[config.mk]
export PLATFORM = sky130hd
export DESIGN_NAME = qpwm_top
export DESIGN_NICKNAME = d
export VERILOG_FILES = /design/src/rtl/qpwm_pkg.sv /design/src/rtl/qpwm_prescaler.sv /design/src/rtl/qpwm_sample_fifo.sv /design/src/rtl/qpwm_period_core.sv /design/src/rtl/qpwm_top.sv
export SDC_FILE = /design/constraint.sdc
export NUM_CORES = 1
export LEC_CHECK = 0
export ABC_CLOCK_PERIOD_IN_PS = 4850
export BUFFER_PORTS_ARGS = -buffer_cell sky130_fd_sc_hd__buf_2
export CAP_MARGIN = 25
export CORE_MARGIN = 2
export CORE_UTILIZATION = 32
export CTS_CLUSTER_SIZE = 40
export DETAILED_ROUTE_END_ITERATION = 7
export SYNTH_ARGS = -nofsm -noshare
export SYNTH_HDL_FRONTEND = slang
export SYNTH_SLANG_ARGS = --single-unit
[constraint.sdc]
create_clock -name clk -period 4.85 [get_ports clk]
set_clock_uncertainty 0.2 [all_clocks]
set_input_delay 0.97 -clock clk [delete_from_list [all_inputs] [get_ports clk]]
set_output_delay 0.97 -clock clk [all_outputs]
set_load 0.05 [all_outputs]
[src/rtl/qpwm_pkg.sv]
// Package: shared register addresses and control-field positions for the
// queued-duty PWM. Assumes a 32-bit register data path.
package qpwm_pkg;
    localparam int REG_W = 32;

    localparam logic [1:0] A_CTRL   = 2'd0;
    localparam logic [1:0] A_STATUS = 2'd1;
    localparam logic [1:0] A_SAMPLE = 2'd2;
    localparam logic [1:0] A_PERIOD = 2'd3;

    localparam int B_EN      = 0;
    localparam int B_SWR     = 3;
    localparam int B_PRE_LSB = 4;
    localparam int B_SRC_LSB = 16;
    localparam int B_INV     = 18;
    localparam int B_LP_DBG  = 22;
    localparam int B_LP_WAIT = 23;
    localparam int B_LP_DOZE = 24;
    localparam int B_OVF     = 8;

    typedef struct packed {
        logic        lp_doze;
        logic        lp_wait;
        logic        lp_dbg;
        logic        inv;
        logic [1:0]  src;
        logic [11:0] pre;
        logic        en;
    } ctrl_t;
endpackage

[src/rtl/qpwm_prescaler.sv]
// Module: clock prescaler. Emits a one-cycle tick every (div + 1) cycles.
// Assumes clr holds the phase at zero while the generator is not running.
module qpwm_prescaler #(
    parameter int PRE_W = 12
) (
    input  logic             clk,
    input  logic             rst_n,
    input  logic             clr,
    input  logic [PRE_W-1:0] div,
    output logic             tick
);
    logic [PRE_W-1:0] phase;

    assign tick = !clr && (phase >= div);

    // Purpose: advance the divider phase, wrapping on each tick.
    always_ff @(posedge clk) begin
        if (!rst_n || clr) begin
            phase <= '0;
        end else if (tick) begin
            phase <= '0;
        end else begin
            phase <= phase + 1'b1;
        end
    end

    // with a divisor above one, ticks are never back to back
    assert_tick_spacing_R3: assert property (@(posedge clk) disable iff (!rst_n)
        (tick && div != '0) |=> (!tick || div == '0));
endmodule

[src/rtl/qpwm_sample_fifo.sv]
// Module: duty-sample queue. Refuses pushes when full and records a sticky
// overflow flag. Assumes the consumer pops only when the queue is non-empty.
module qpwm_sample_fifo #(
    parameter int W     = 16,
    parameter int DEPTH = 4
) (
    input  logic          clk,
    input  logic          rst_n,
    input  logic          clr,
    input  logic          push,
    input  logic [W-1:0]  push_data,
    input  logic          pop,
    output logic [W-1:0]  head,
    output logic          empty,
    output logic [$clog2(DEPTH+1)-1:0] count,
    output logic          overflow
);
    localparam int PW = (DEPTH > 1) ? $clog2(DEPTH) : 1;
    localparam int CW = $clog2(DEPTH+1);

    logic [W-1:0]  mem [DEPTH];
    logic [PW-1:0] wptr, rptr;
    logic          full, do_push, do_pop;

    assign full    = (count == CW'(DEPTH));
    assign empty   = (count == '0);
    assign do_push = push && !full;
    assign do_pop  = pop && !empty;
    assign head    = mem[rptr];

    // Purpose: store an accepted sample at the write pointer.
    always_ff @(posedge clk) begin
        if (do_push && !clr) begin
            mem[wptr] <= push_data;
        end
    end

    // Purpose: maintain the pointers, the occupancy and the overflow flag.
    always_ff @(posedge clk) begin
        if (!rst_n || clr) begin
            wptr     <= '0;
            rptr     <= '0;
            count    <= '0;
            overflow <= 1'b0;
        end else begin
            if (do_push) begin
                wptr <= (wptr == PW'(DEPTH-1)) ? '0 : wptr + 1'b1;
            end
            if (do_pop) begin
                rptr <= (rptr == PW'(DEPTH-1)) ? '0 : rptr + 1'b1;
            end
            if (do_push && !do_pop) begin
                count <= count + 1'b1;
            end else if (do_pop && !do_push) begin
                count <= count - 1'b1;
            end
            if (push && full) begin
                overflow <= 1'b1;
            end
        end
    end

    // occupancy never exceeds the depth
    assert_count_bound_R7: assert property (@(posedge clk) disable iff (!rst_n)
        count <= CW'(DEPTH));
    // a push into a full queue without a pop is refused and flagged
    assert_full_drop_R8: assert property (@(posedge clk) disable iff (!rst_n)
        (push && full && !pop && !clr) |=> (count == CW'(DEPTH) && overflow));
endmodule

[src/rtl/qpwm_period_core.sv]
// Module: period counter, sample register and output compare. Loads a
// sample at enable and at each period wrap; reuses it when the queue is empty.
// Assumes tick comes from a prescaler cleared while not running.
module qpwm_period_core #(
    parameter int CNT_W = 16
) (
    input  logic             clk,
    input  logic             rst_n,
    input  logic             clr,
    input  logic             enable,
    input  logic             invert,
    input  logic [CNT_W-1:0] period,
    input  logic             tick,
    input  logic             fifo_empty,
    input  logic [CNT_W-1:0] fifo_head,
    output logic             pop,
    output logic             running,
    output logic [CNT_W-1:0] cur_sample,
    output logic             pwm_out
);
    logic [CNT_W:0] cnt;
    logic [CNT_W:0] last_cnt;
    logic           start, wrap, load;

    assign last_cnt = {1'b0, period} + 1'b1;
    assign start    = enable && !running && !clr;
    assign wrap     = (cnt >= last_cnt);
    assign load     = start || (running && enable && tick && wrap && !clr);
    assign pop      = load && !fifo_empty;
    assign pwm_out  = running && ((cnt < {1'b0, cur_sample}) ^ invert);

    // Purpose: track whether a period sequence is in progress.
    always_ff @(posedge clk) begin
        if (!rst_n || clr) begin
            running <= 1'b0;
        end else begin
            running <= enable;
        end
    end

    // Purpose: count prescaled ticks within a period.
    always_ff @(posedge clk) begin
        if (!rst_n || clr || !enable || start) begin
            cnt <= '0;
        end else if (running && tick) begin
            cnt <= wrap ? '0 : cnt + 1'b1;
        end
    end

    // Purpose: take the next duty sample at each period start.
    always_ff @(posedge clk) begin
        if (!rst_n || clr) begin
            cur_sample <= '0;
        end else if (pop) begin
            cur_sample <= fifo_head;
        end
    end

    // the counter moves only on a prescaler tick
    assert_cnt_hold_R3: assert property (@(posedge clk) disable iff (!rst_n)
        (running && enable && !tick && !clr) |=> $stable(cnt));
    // a new sequence always begins at count zero
    assert_start_zero_R3: assert property (@(posedge clk) disable iff (!rst_n)
        start |=> (running && cnt == '0));
    // the output is quiet whenever the generator is not running
    assert_idle_low_R5: assert property (@(posedge clk) disable iff (!rst_n)
        (!enable || clr) |=> !pwm_out);
endmodule

[src/rtl/qpwm_top.sv]
// Module: queued-duty PWM top. Holds the register file, the soft-reset
// sequencer and the read mux, and wires the prescaler, queue and core.
// Assumes one synchronous strobe port; reads return one cycle after rd_en.
module qpwm_top #(
    parameter int CNT_W      = 16,
    parameter int PRE_W      = 12,
    parameter int FIFO_DEPTH = 4,
    parameter int SWR_CYCLES = 4
) (
    input  logic        clk,
    input  logic        rst_n,
    input  logic        wr_en,
    input  logic        rd_en,
    input  logic [1:0]  addr,
    input  logic [31:0] wdata,
    output logic [31:0] rdata,
    output logic        pwm_out
);
    import qpwm_pkg::*;

    localparam int CW = $clog2(FIFO_DEPTH+1);
    localparam int SW = $clog2(SWR_CYCLES+1);

    logic             en_q, inv_q, dbg_q, wait_q, doze_q;
    logic [PRE_W-1:0] pre_q;
    logic [1:0]       src_q;
    logic [CNT_W-1:0] period_q;
    logic [SW-1:0]    swr_cnt;
    logic             busy, wr_ok, swr_req, push;
    logic             tick, pop, running, fifo_empty, overflow;
    logic [CNT_W-1:0] fifo_head, cur_sample;
    logic [CW-1:0]    fifo_count;
    logic [31:0]      rd_mux;

    assign busy    = (swr_cnt != '0);
    assign wr_ok   = wr_en && !busy;
    assign swr_req = wr_ok && (addr == A_CTRL) && wdata[B_SWR];
    assign push    = wr_ok && (addr == A_SAMPLE);

    // Purpose: count down the soft-reset window after a request.
    always_ff @(posedge clk) begin
        if (!rst_n) begin
            swr_cnt <= '0;
        end else if (swr_req) begin
            swr_cnt <= SW'(SWR_CYCLES);
        end else if (busy) begin
            swr_cnt <= swr_cnt - 1'b1;
        end
    end

    // Purpose: hold the control fields; a soft reset clears them all.
    always_ff @(posedge clk) begin
        if (!rst_n || swr_req) begin
            en_q   <= 1'b0;
            pre_q  <= '0;
            src_q  <= '0;
            inv_q  <= 1'b0;
            dbg_q  <= 1'b0;
            wait_q <= 1'b0;
            doze_q <= 1'b0;
        end else if (wr_ok && addr == A_CTRL) begin
            en_q   <= wdata[B_EN];
            pre_q  <= wdata[B_PRE_LSB +: PRE_W];
            src_q  <= wdata[B_SRC_LSB +: 2];
            inv_q  <= wdata[B_INV];
            dbg_q  <= wdata[B_LP_DBG];
            wait_q <= wdata[B_LP_WAIT];
            doze_q <= wdata[B_LP_DOZE];
        end
    end

    // Purpose: hold the period register; a soft reset clears it.
    always_ff @(posedge clk) begin
        if (!rst_n || swr_req) begin
            period_q <= '0;
        end else if (wr_ok && addr == A_PERIOD) begin
            period_q <= wdata[CNT_W-1:0];
        end
    end

    // Purpose: select the word for the addressed register.
    always_comb begin
        rd_mux = '0;
        unique case (addr)
            A_CTRL: begin
                rd_mux[B_EN]                 = en_q;
                rd_mux[B_SWR]                = busy;
                rd_mux[B_PRE_LSB +: PRE_W]   = pre_q;
                rd_mux[B_SRC_LSB +: 2]       = src_q;
                rd_mux[B_INV]                = inv_q;
                rd_mux[B_LP_DBG]             = dbg_q;
                rd_mux[B_LP_WAIT]            = wait_q;
                rd_mux[B_LP_DOZE]            = doze_q;
            end
            A_STATUS: begin
                rd_mux[CW-1:0]  = fifo_count;
                rd_mux[B_OVF]   = overflow;
            end
            A_SAMPLE: rd_mux[CNT_W-1:0] = cur_sample;
            default:  rd_mux[CNT_W-1:0] = period_q;
        endcase
    end

    // Purpose: register read data on the read strobe.
    always_ff @(posedge clk) begin
        if (!rst_n) begin
            rdata <= '0;
        end else if (rd_en) begin
            rdata <= rd_mux;
        end
    end

    qpwm_prescaler #(.PRE_W(PRE_W)) u_pre (
        .clk   (clk),
        .rst_n (rst_n),
        .clr   (!running),
        .div   (pre_q),
        .tick  (tick)
    );

    qpwm_sample_fifo #(.W(CNT_W), .DEPTH(FIFO_DEPTH)) u_fifo (
        .clk       (clk),
        .rst_n     (rst_n),
        .clr       (busy),
        .push      (push),
        .push_data (wdata[CNT_W-1:0]),
        .pop       (pop),
        .head      (fifo_head),
        .empty     (fifo_empty),
        .count     (fifo_count),
        .overflow  (overflow)
    );

    qpwm_period_core #(.CNT_W(CNT_W)) u_core (
        .clk        (clk),
        .rst_n      (rst_n),
        .clr        (busy),
        .enable     (en_q),
        .invert     (inv_q),
        .period     (period_q),
        .tick       (tick),
        .fifo_empty (fifo_empty),
        .fifo_head  (fifo_head),
        .pop        (pop),
        .running    (running),
        .cur_sample (cur_sample),
        .pwm_out    (pwm_out)
    );

    // the queue is empty while a soft reset is in progress
    assert_swr_clears_R9: assert property (@(posedge clk) disable iff (!rst_n)
        busy |=> (fifo_count == '0 && !overflow));
    // a soft-reset request raises the busy flag on the next cycle
    assert_swr_busy_R9: assert property (@(posedge clk) disable iff (!rst_n)
        swr_req |=> busy);
endmodule

==> results of run 1 <==
-- through the flow --
step	instance area (um^2)	utilization, %	hold WS, ns
after floorplan	8680	-	0.232
after global placement	9220	34.5	0.243
after detailed placement	9220	34.5	0.252
after CTS	9830	36.8	0.261
after global routing	9830	36.8	0.282
final	9830	36.8	0.259
-- path summary, 6_finish.rpt --
kind / startpoint / end / slack, ns / depth (start not counted)
worst max register to register: period_q[2] / u_fifo.count[2] / 0.39 / 17
worst min register to register: wait_q / wait_q / 0.26 / 2
worst min-delay path: wait_q / wait_q / 0.26 / 2
worst max-delay path: period_q[2] / u_fifo.count[2] / 0.39 / 17
-- layer usage --
| layer | track usage [%] | part of all wire, % | routed length (um) | vias to the layer above |
|---|---|---|---|---|
| li1 | - | - | - | 3085 |
| met1 | 19.8 | 45 | 9560 | 3118 |
| met2 | 27.1 | 49 | 10500 | 129 |
| met3 | 2.94 | 3.8 | 813 | 23 |
| met4 | 5.21 | 1.9 | 399 | 0 |
| met5 | 0 | 0 | 0 | - |
-- logic make-up (layout without fill, tap and decap cells) --
kind of cell | count (synthesis) | in the layout | synth area share (%)
muxes | 56 | 56 | 9.11
xor gates and xnor gates | 27 | 27 | 2.73
and+or+nand+nor | 284 | 284 | 15.1
adders and majority gates | 56 | 56 | 8.19
other | 1 | 10 | 0.0434
AOI/OAI and AO/OA | 147 | 147 | 11.5
DFF | 178 | 178 | 48.6
buffers and inverters | 90 | 137 | 4.63
-- layout make-up --
cell class / count / area, um^2 / area share (%)
Multi-Input combinational cell: 580 / 4080 / 41.5
Timing Repair Buffer: 65 / 363 / 3.69
Clock buffer: 18 / 429 / 4.37
Inverter: 40 / 150 / 1.53
Sequential cell: 178 / 4200 / 42.8
Tap cell: 341 / 427 / 4.34
Clock inverter: 14 / 175 / 1.78
-- power by group --
part           internal, uW  leakage [uW]  switching, uW
Combinational           151       0.00193            329
Clock                   776      0.000287            633
Sequential             1600       0.00150           40.8
Total                  2530       0.00372           1000
-- worst reg2reg max path, delay by kind of cell (launching register included) --
kind / cells / cell delay [ns]
DFF: 1 / 0.45
xor gates and xnor gates: 2 / 0.34
adders and majority gates: 3 / 0.91
buffers and inverters: 1 / 0.06
AOI/OAI and AO/OA: 4 / 1.03
and+or+nand+nor: 7 / 1.42
-- synthesized netlist by cell type (8+ instances only) --
| library cell | instances |
|---|---|
| nand2_1 | 144 |
| dfxtp_1 | 114 |
| edfxtp_1 | 64 |
| ha_1 | 55 |
| a21oi_1 | 49 |
| inv_1 | 40 |
| nor2_1 | 37 |
| mux2i_1 | 36 |
| nand3_1 | 32 |
| clkbuf_1 | 29 |
| a211oi_1 | 18 |
| mux4_2 | 18 |
| xor2_1 | 16 |
| and3_1 | 14 |
| o211a_1 | 14 |
| nand4_1 | 13 |
| o211ai_1 | 13 |
| xnor2_1 | 11 |
| buf_4 | 10 |
| o21ai_0 | 9 |
| or3_1 | 9 |
| nand2b_1 | 8 |
-- registers in the layout, summed over array words and instances, names as in the netlist, 2 cells and up --
name,cells
u_fifo.mem,64
rdata,22
u_core.cnt,17
period_q,16
u_core.cur_sample,16
pre_q,12
u_pre.phase,12
swr_cnt,3
u_fifo.count,3
src_q,2
u_fifo.rptr,2
u_fifo.wptr,2
==> results by group, run 1 <==
Outcome
  – Status: complete, no violations

Global routing
  – Initial antenna violation count: 0
  – Number of global-route vias before repair: 6219
  – Global route overflow: 0
  – Pin count of the biggest net entering global routing: 43
  – Wire length of the first global-routing pass: approximately 34 mm
  – GRT Total Usage: 15.7%

Cells and area
  – Area delta synth->final: 13.6%
  – Antenna diodes: 0
  – Commonest non-fill, non-tap cell in the layout: nand2_1
  – Post-route insts no fill: between 1000 and 1500
  – Layout cells sized above 1: 13.4%
  – Final layout net count: 976
  – Most frequent cells in the layout: nand2_1 (144), dfxtp_1 (114), edfxtp_1 (64), ha_1 (55), buf_2 (50)
  – Fillers: about 2700

Clock tree
  – CTS resizes: 0
  – CTS buffer count: 17
  – H-tree Lvls: 4
  – Post-CTS setup buffer count: 0
  – Max clock buf depth: 2
  – CTS clock-pin slew for the worst setup and hold paths: 0.07 ns
  – Clock tree sinks: 178
  – CTS root buf: clkbuf_16
  – CTS tree: built
  – Post-CTS Hold Fix Bufs: 0
  – Worst skew pair latency: roughly 0.44 ns

Yosys
  – Ys async rst share: 0%
  – Synth unique cells: 52
  – Area contributors post-synth: dfxtp_1 (26%), edfxtp_1 (22%), ha_1 (8.0%)
  – Avg Inst Size Synth: 10.3 um^2
  – EDFF count, synth: 64
  – Commonest register cell after synthesis: dfxtp_1
  – Ys Warns: 0
  – #FFs+latches synth: around 180
  – Sequential area share after synthesis: 48.6%
  – Cell taking the most area after synthesis: dfxtp_1
  – Top cell type's share of synthesized area: 26.4%
  – Cell count after synthesis: around 840
  – Synthesized area: approximately 8600 um^2

Floorplan
  – Row cnt: 60
  – Horiz. Die Dim: 168 um
  – Die footprint: between 20000 and 30000 um^2
  – Die height: 168 um
  – Initial Util: 32.4%
  – Core ar.: 26700 um^2
  – # IOs: 71

Drt
  – WL final: 21.2 mm
  – Drt via density: 5.14
  – DR iter-0 viols: 418
  – Routed WL per cell: 17.2 um
  – Post-route ant nets: 0
  – Drt first pass iters: 5
  – # DRC: 0
  – Vias: 6355

Place
  – Placed Cells: about 1200
  – DPL Wire Length: 15.2 mm
  – Port bufs: 50
  – Placement Setup Slack: about 0.44 ns
  – Gpl congestion: 0.853

Timing
  – Fin. Hold Viols: 0
  – Max-slew violation count: 0
  – RSZ-0062 raised after global routing: no
  – Fin Setup TNS: 0 ns
  – Setup violators final: 0
  – Least-Margin Pin Slew: 0.887 ns
  – Slew margin rel.: 40.8%
  – Final period utilization: 91.9%
  – Fmax: 224 MHz
  – Worst setup margin: 0.394 ns
  – Min Tclk post-route: 4.46 ns

Setup path
  – Critical Path Max Stage Delay: between 0.4 and 0.5 ns
  – Critical path arrival: 4.62 ns
  – Cells along the critical path: and3_1, and3_1, nand3_1, nor2_1, nand3_1, xor2_1, ha_1, nand4_1, a21oi_1, a2111oi_2, a311o_1, ha_1, inv_1, fa_1, xor2_1, or3_1, a21oi_1
  – CP Launch Type: flip-flop
  – Bufs and invs on worst path: 1
  – WS Path Type: reg2reg
  – CP endpoint kind: flip-flop
  – Crit path max-delay family: simple AND/OR/NAND/NOR gates
  – Max FO, Critical Path: 6
  – Worst path slowest cell: a2111oi_2
  – Worst Path Required: roughly 5.0 ns

Power
  – Leakage: 0.00372 uW
  – Total chip power: about 3500 uW
  – Pwr/cell area: 359 nW/um^2
  – Max VDD drop: 256 uV

Run
  – Max-cap violations: 0

Min path
  – Hold Path Class: reg2reg
Power figures use the tool's default switching activity.
==> run 2: changes to the inputs <==
SYNTH_HIERARCHICAL = 1   (was unset)
==> run 2 against run 1 <==
Cell count is 0.16% higher; via count is 4.9% lower; combinational power is 12% lower; synthesized cell count is 0.60% higher; power is 4.4% lower; wire length is 5.5% lower; clock power is 8% lower; sequential share of layout area is 0.50 points higher; non-clock buffer count is 7 lower; critical path type unchanged; largest cell class unchanged; highest routed layer is now met5.
==> results by group, run 2 <==
Clock tree
  – Post-CTS Hold Fix Bufs: 0 (unchanged)
  – Worst skew pair latency: 0.43 ns (about the same)
  – Clock tree sinks: 180 (+1.1%)
  – CTS resizes: 0 (unchanged)
  – CTS tree: built
  – H-tree Lvls: 4 (unchanged)
  – CTS root buf: clkbuf_16
  – Max clock buf depth: 2 (unchanged)
  – CTS buffer count: 17 (unchanged)
  – CTS clock-pin slew for the worst setup and hold paths: 0.07 ns (about the same)
  – Post-CTS setup buffer count: 0 (unchanged)

Setup path
  – Worst reg-to-reg path cell count: 18 (+1)
  – RR Endpoint: u_fifo/count[2]
  – FF-to-FF setup slack: 0.26 ns (-0.13 ns)
  – CP Launch Type: flip-flop
  – Critical path arrival: 4.75 ns (+0.13 ns)
  – Reg-to-Reg Start: period_q[2]
  – Worst Path Required: 5.01 ns (about the same)
  – Critical Path Max Stage Delay: 0.55 ns (+0.09 ns)
  – Max FO, Critical Path: 6 (unchanged)
  – WS Path Type: reg2reg
  – CP endpoint kind: flip-flop
  – Cells along the critical path: and3_1, and2_1, nand2_1, nor2_1, nand3_1, xor2_1, ha_1, nand4_1, or4_1, o221a_2, nor4b_4, o31ai_2, ha_1, inv_1, fa_1, xor2_1, or3_1, a21oi_1
  – Worst path slowest cell: or4_1

Yosys
  – Area contributors post-synth: dfxtp_1 (26%), edfxtp_1 (22%), ha_1 (8.0%)
  – Top cell type's share of synthesized area: 26.4% (about the same)
  – Most common cell in the netlist: nand2_1
  – EDFF count, synth: 64 (unchanged)
  – Sequential area share after synthesis: 48.3% (-0.35 points)
  – Cell taking the most area after synthesis: dfxtp_1
  – Commonest register cell after synthesis: dfxtp_1
  – Ys async rst share: 0% (unchanged)
  – Ys Warns: 6 (+6)
  – Cell count after synthesis: 844 (+0.60%)
  – Avg Inst Size Synth: 10.4 um^2 (+1.1%)
  – Synth unique cells: 60 (+15%)
  – #FFs+latches synth: 180 (+1.1%)
  – Commonest cells post-synth: nand2_1 (140), dfxtp_1 (116), edfxtp_1 (64)
  – Synthesized area: 8790 um^2 (+1.7%)

Timing
  – Final period utilization: 94.6% (+2.8 points)
  – Fin Setup TNS: 0 ns (unchanged)
  – Max-slew violation count: 0 (unchanged)
  – Slew margin rel.: 34.9% (-5.9 points)
  – Min Tclk post-route: 4.59 ns (+0.134 ns)
  – Least-Margin Pin Slew: 0.973 ns (+0.0857 ns)
  – Fmax: 218 MHz (-2.9%)
  – RSZ-0062 raised after global routing: no
  – Hold Slack: 0.264 ns (+0.00557 ns)
  – Fin. Hold Viols: 0 (unchanged)
  – Setup violators final: 0 (unchanged)

Place
  – DPL Wire Length: 14.4 mm (-5.3%)
  – Gpl congestion: 0.884 (+3.6%)
  – Placed cell areas: 9250 um^2 (+0.30%)
  – Port bufs: 50 (unchanged)

Global routing
  – Wire length of the first global-routing pass: 32.1 mm (-6.7%)
  – Initial antenna violation count: 3 (+3)
  – GRT Total Usage: 14.5% (-1.2 points)
  – Pin count of the biggest net entering global routing: 43 (unchanged)
  – Number of global-route vias before repair: 5891 (-5.3%)
  – Global route overflow: 0 (unchanged)

Power
  – Pwr/cell area: 344 nW/um^2 (-4.2%)
  – P_sw: 935 uW (-6.9%)
  – Leakage: 0.00351 uW (-5.6%)
  – Register share of total power: 49.0% (+2.6 points)
  – Max VDD drop: 206 uV (-20%)
  – Internal cell power: 2440 uW (-3.5%)
  – Clk pwr share: 38.4% (-1.5 points)
  – Total chip power: 3370 uW (-4.4%)
  – Switch share: 27.7% (-0.73 points)
  – Comb power frac: 12.5% (-1.1 points)

Cells and area
  – Most frequent cells in the layout: nand2_1 (140), dfxtp_1 (116), edfxtp_1 (64), ha_1 (56), a21oi_1 (55)
  – Max reg flops: 64 (unchanged)
  – Fillers: 2661 (-0.97%)
  – Commonest non-fill, non-tap cell in the layout: nand2_1
  – Design area: 9810 um^2 (-0.20%)
  – Final core occ: 36.4% (-0.38 points)
  – Layout cells sized above 1: 14.7% (+1.3 points)
  – Biggest regs: u_fifo/mem: 64 flops, rdata: 22 flops, u_core/cnt: 17 flops
  – Final layout net count: 977 (+0.10%)
  – Top reg by flops: u_fifo/mem
  – Area delta synth->final: 11.5%

Run
  – Max-cap violations: 0 (unchanged)

Floorplan
  – Die height: 170 um (+0.82%)
  – Die footprint: 28800 um^2 (+1.7%)
  – Row cnt: 60 (unchanged)
  – Core ar.: 27000 um^2 (+0.84%)
  – Initial Util: 32.6% (+0.27 points)
  – # IOs: 71 (unchanged)
  – Horiz. Die Dim: 170 um (+0.82%)

Min path
  – Hold_sp: src_q[1]
  – Hold Path Class: reg2reg
  – Hold depth: 2 (unchanged)
  – Hold Path Sink: src_q[1]

Drt
  – WL final: 20.1 mm (-5.5%)
  – Drt first pass iters: 6 (+1)
  – Routed WL per cell: 16.2 um (-5.7%)
  – Drt via density: 4.88 (-5.0%)
  – Vias: 6046 (-4.9%)
  – # DRC: 0 (unchanged)
  – DR iter-0 viols: 340 (-19%)
  – Post-route ant nets: 0 (unchanged)

Outcome
  – Status: complete, no violations
==> run 2: area by class of cell <==
cell class	instances	area (um^2)	area share, %
Tap cell	341	427	4.35
Sequential cell	180	4240	43.3
Clock inverter	12	93.8	0.957
Clock buffer	20	458	4.67
Inverter	46	173	1.76
Antenna cell	2	5.00	0.0510
Timing Repair Buffer	58	310	3.16
Multi-Input combinational cell	579	4100	41.8
==> run 2: layer usage <==
layer  GRT usage [%]  vias up  share of wire (%)
met4            5.02        2                1.6
met1            18.7     2873                 45
met5               0        -              0.075
met2            24.5      123                 49
li1                -     3026                  -
met3            2.64       22                3.7
==> run 2: worst max-delay path by stage <==
| stage | start | end | slack, ns | depth (start not counted) |
|---|---|---|---|---|
| floorplan | period_q[2] | u_fifo/count[2] | 0.59 | 20 |
| global placement | period_q[2] | u_fifo/count[2] | 0.42 | 18 |
| detailed placement | period_q[2] | u_fifo/count[2] | 0.38 | 18 |
| CTS | period_q[2] | u_fifo/count[2] | 0.34 | 18 |
| global route | period_q[2] | u_fifo/count[2] | 0.01 | 18 |
| finish | period_q[2] | u_fifo/count[2] | 0.26 | 18 |
==> run 2: cells by family after synthesis <==
logic type	Yosys count	share of synthesized area (%)
muxes	54	8.78
adders and majority gates	57	8.19
buffers and inverters	94	5.92
and+or+nand+nor	295	16.2
xor gates and xnor gates	43	4.28
DFF	180	48.3
AOI/OAI and AO/OA	120	8.31
other	1	0.0426
==> run 2: metrics by stage <==
| stage | setup WS [ns] | std cells |
|---|---|---|
| 6_report | 0.260 | 1238 |
| 5_1_grt | 0.0115 | 1237 |
| 2_1_floorplan | 0.586 | 853 |
| 3_5_place_dp | 0.380 | 1204 |
| 3_3_place_gp | 0.422 | 1204 |
| 4_1_cts | 0.337 | 1236 |
==> run 2: power by group through the flow <==
stage	combinational (uW)	clock [uW]	sequential [uW]
2_1_floorplan	310	0	1700
5_1_grt	475	1390	1660
6_report	423	1300	1650
3_3_place_gp	417	0	1690
4_1_cts	426	1330	1650
3_5_place_dp	425	0	1690
==> run 2: worst max-delay path: cells and delay by family, from the launching register on <==
kind	cells	cell delay, ns
buffers and inverters	1	0.07
AND/OR/NAND/NOR	9	2.23
AO/OA/AOI/OAI	3	0.62
XOR/XNOR	2	0.23
adder cells (fa/ha/maj)	3	0.70
flip-flops	1	0.45
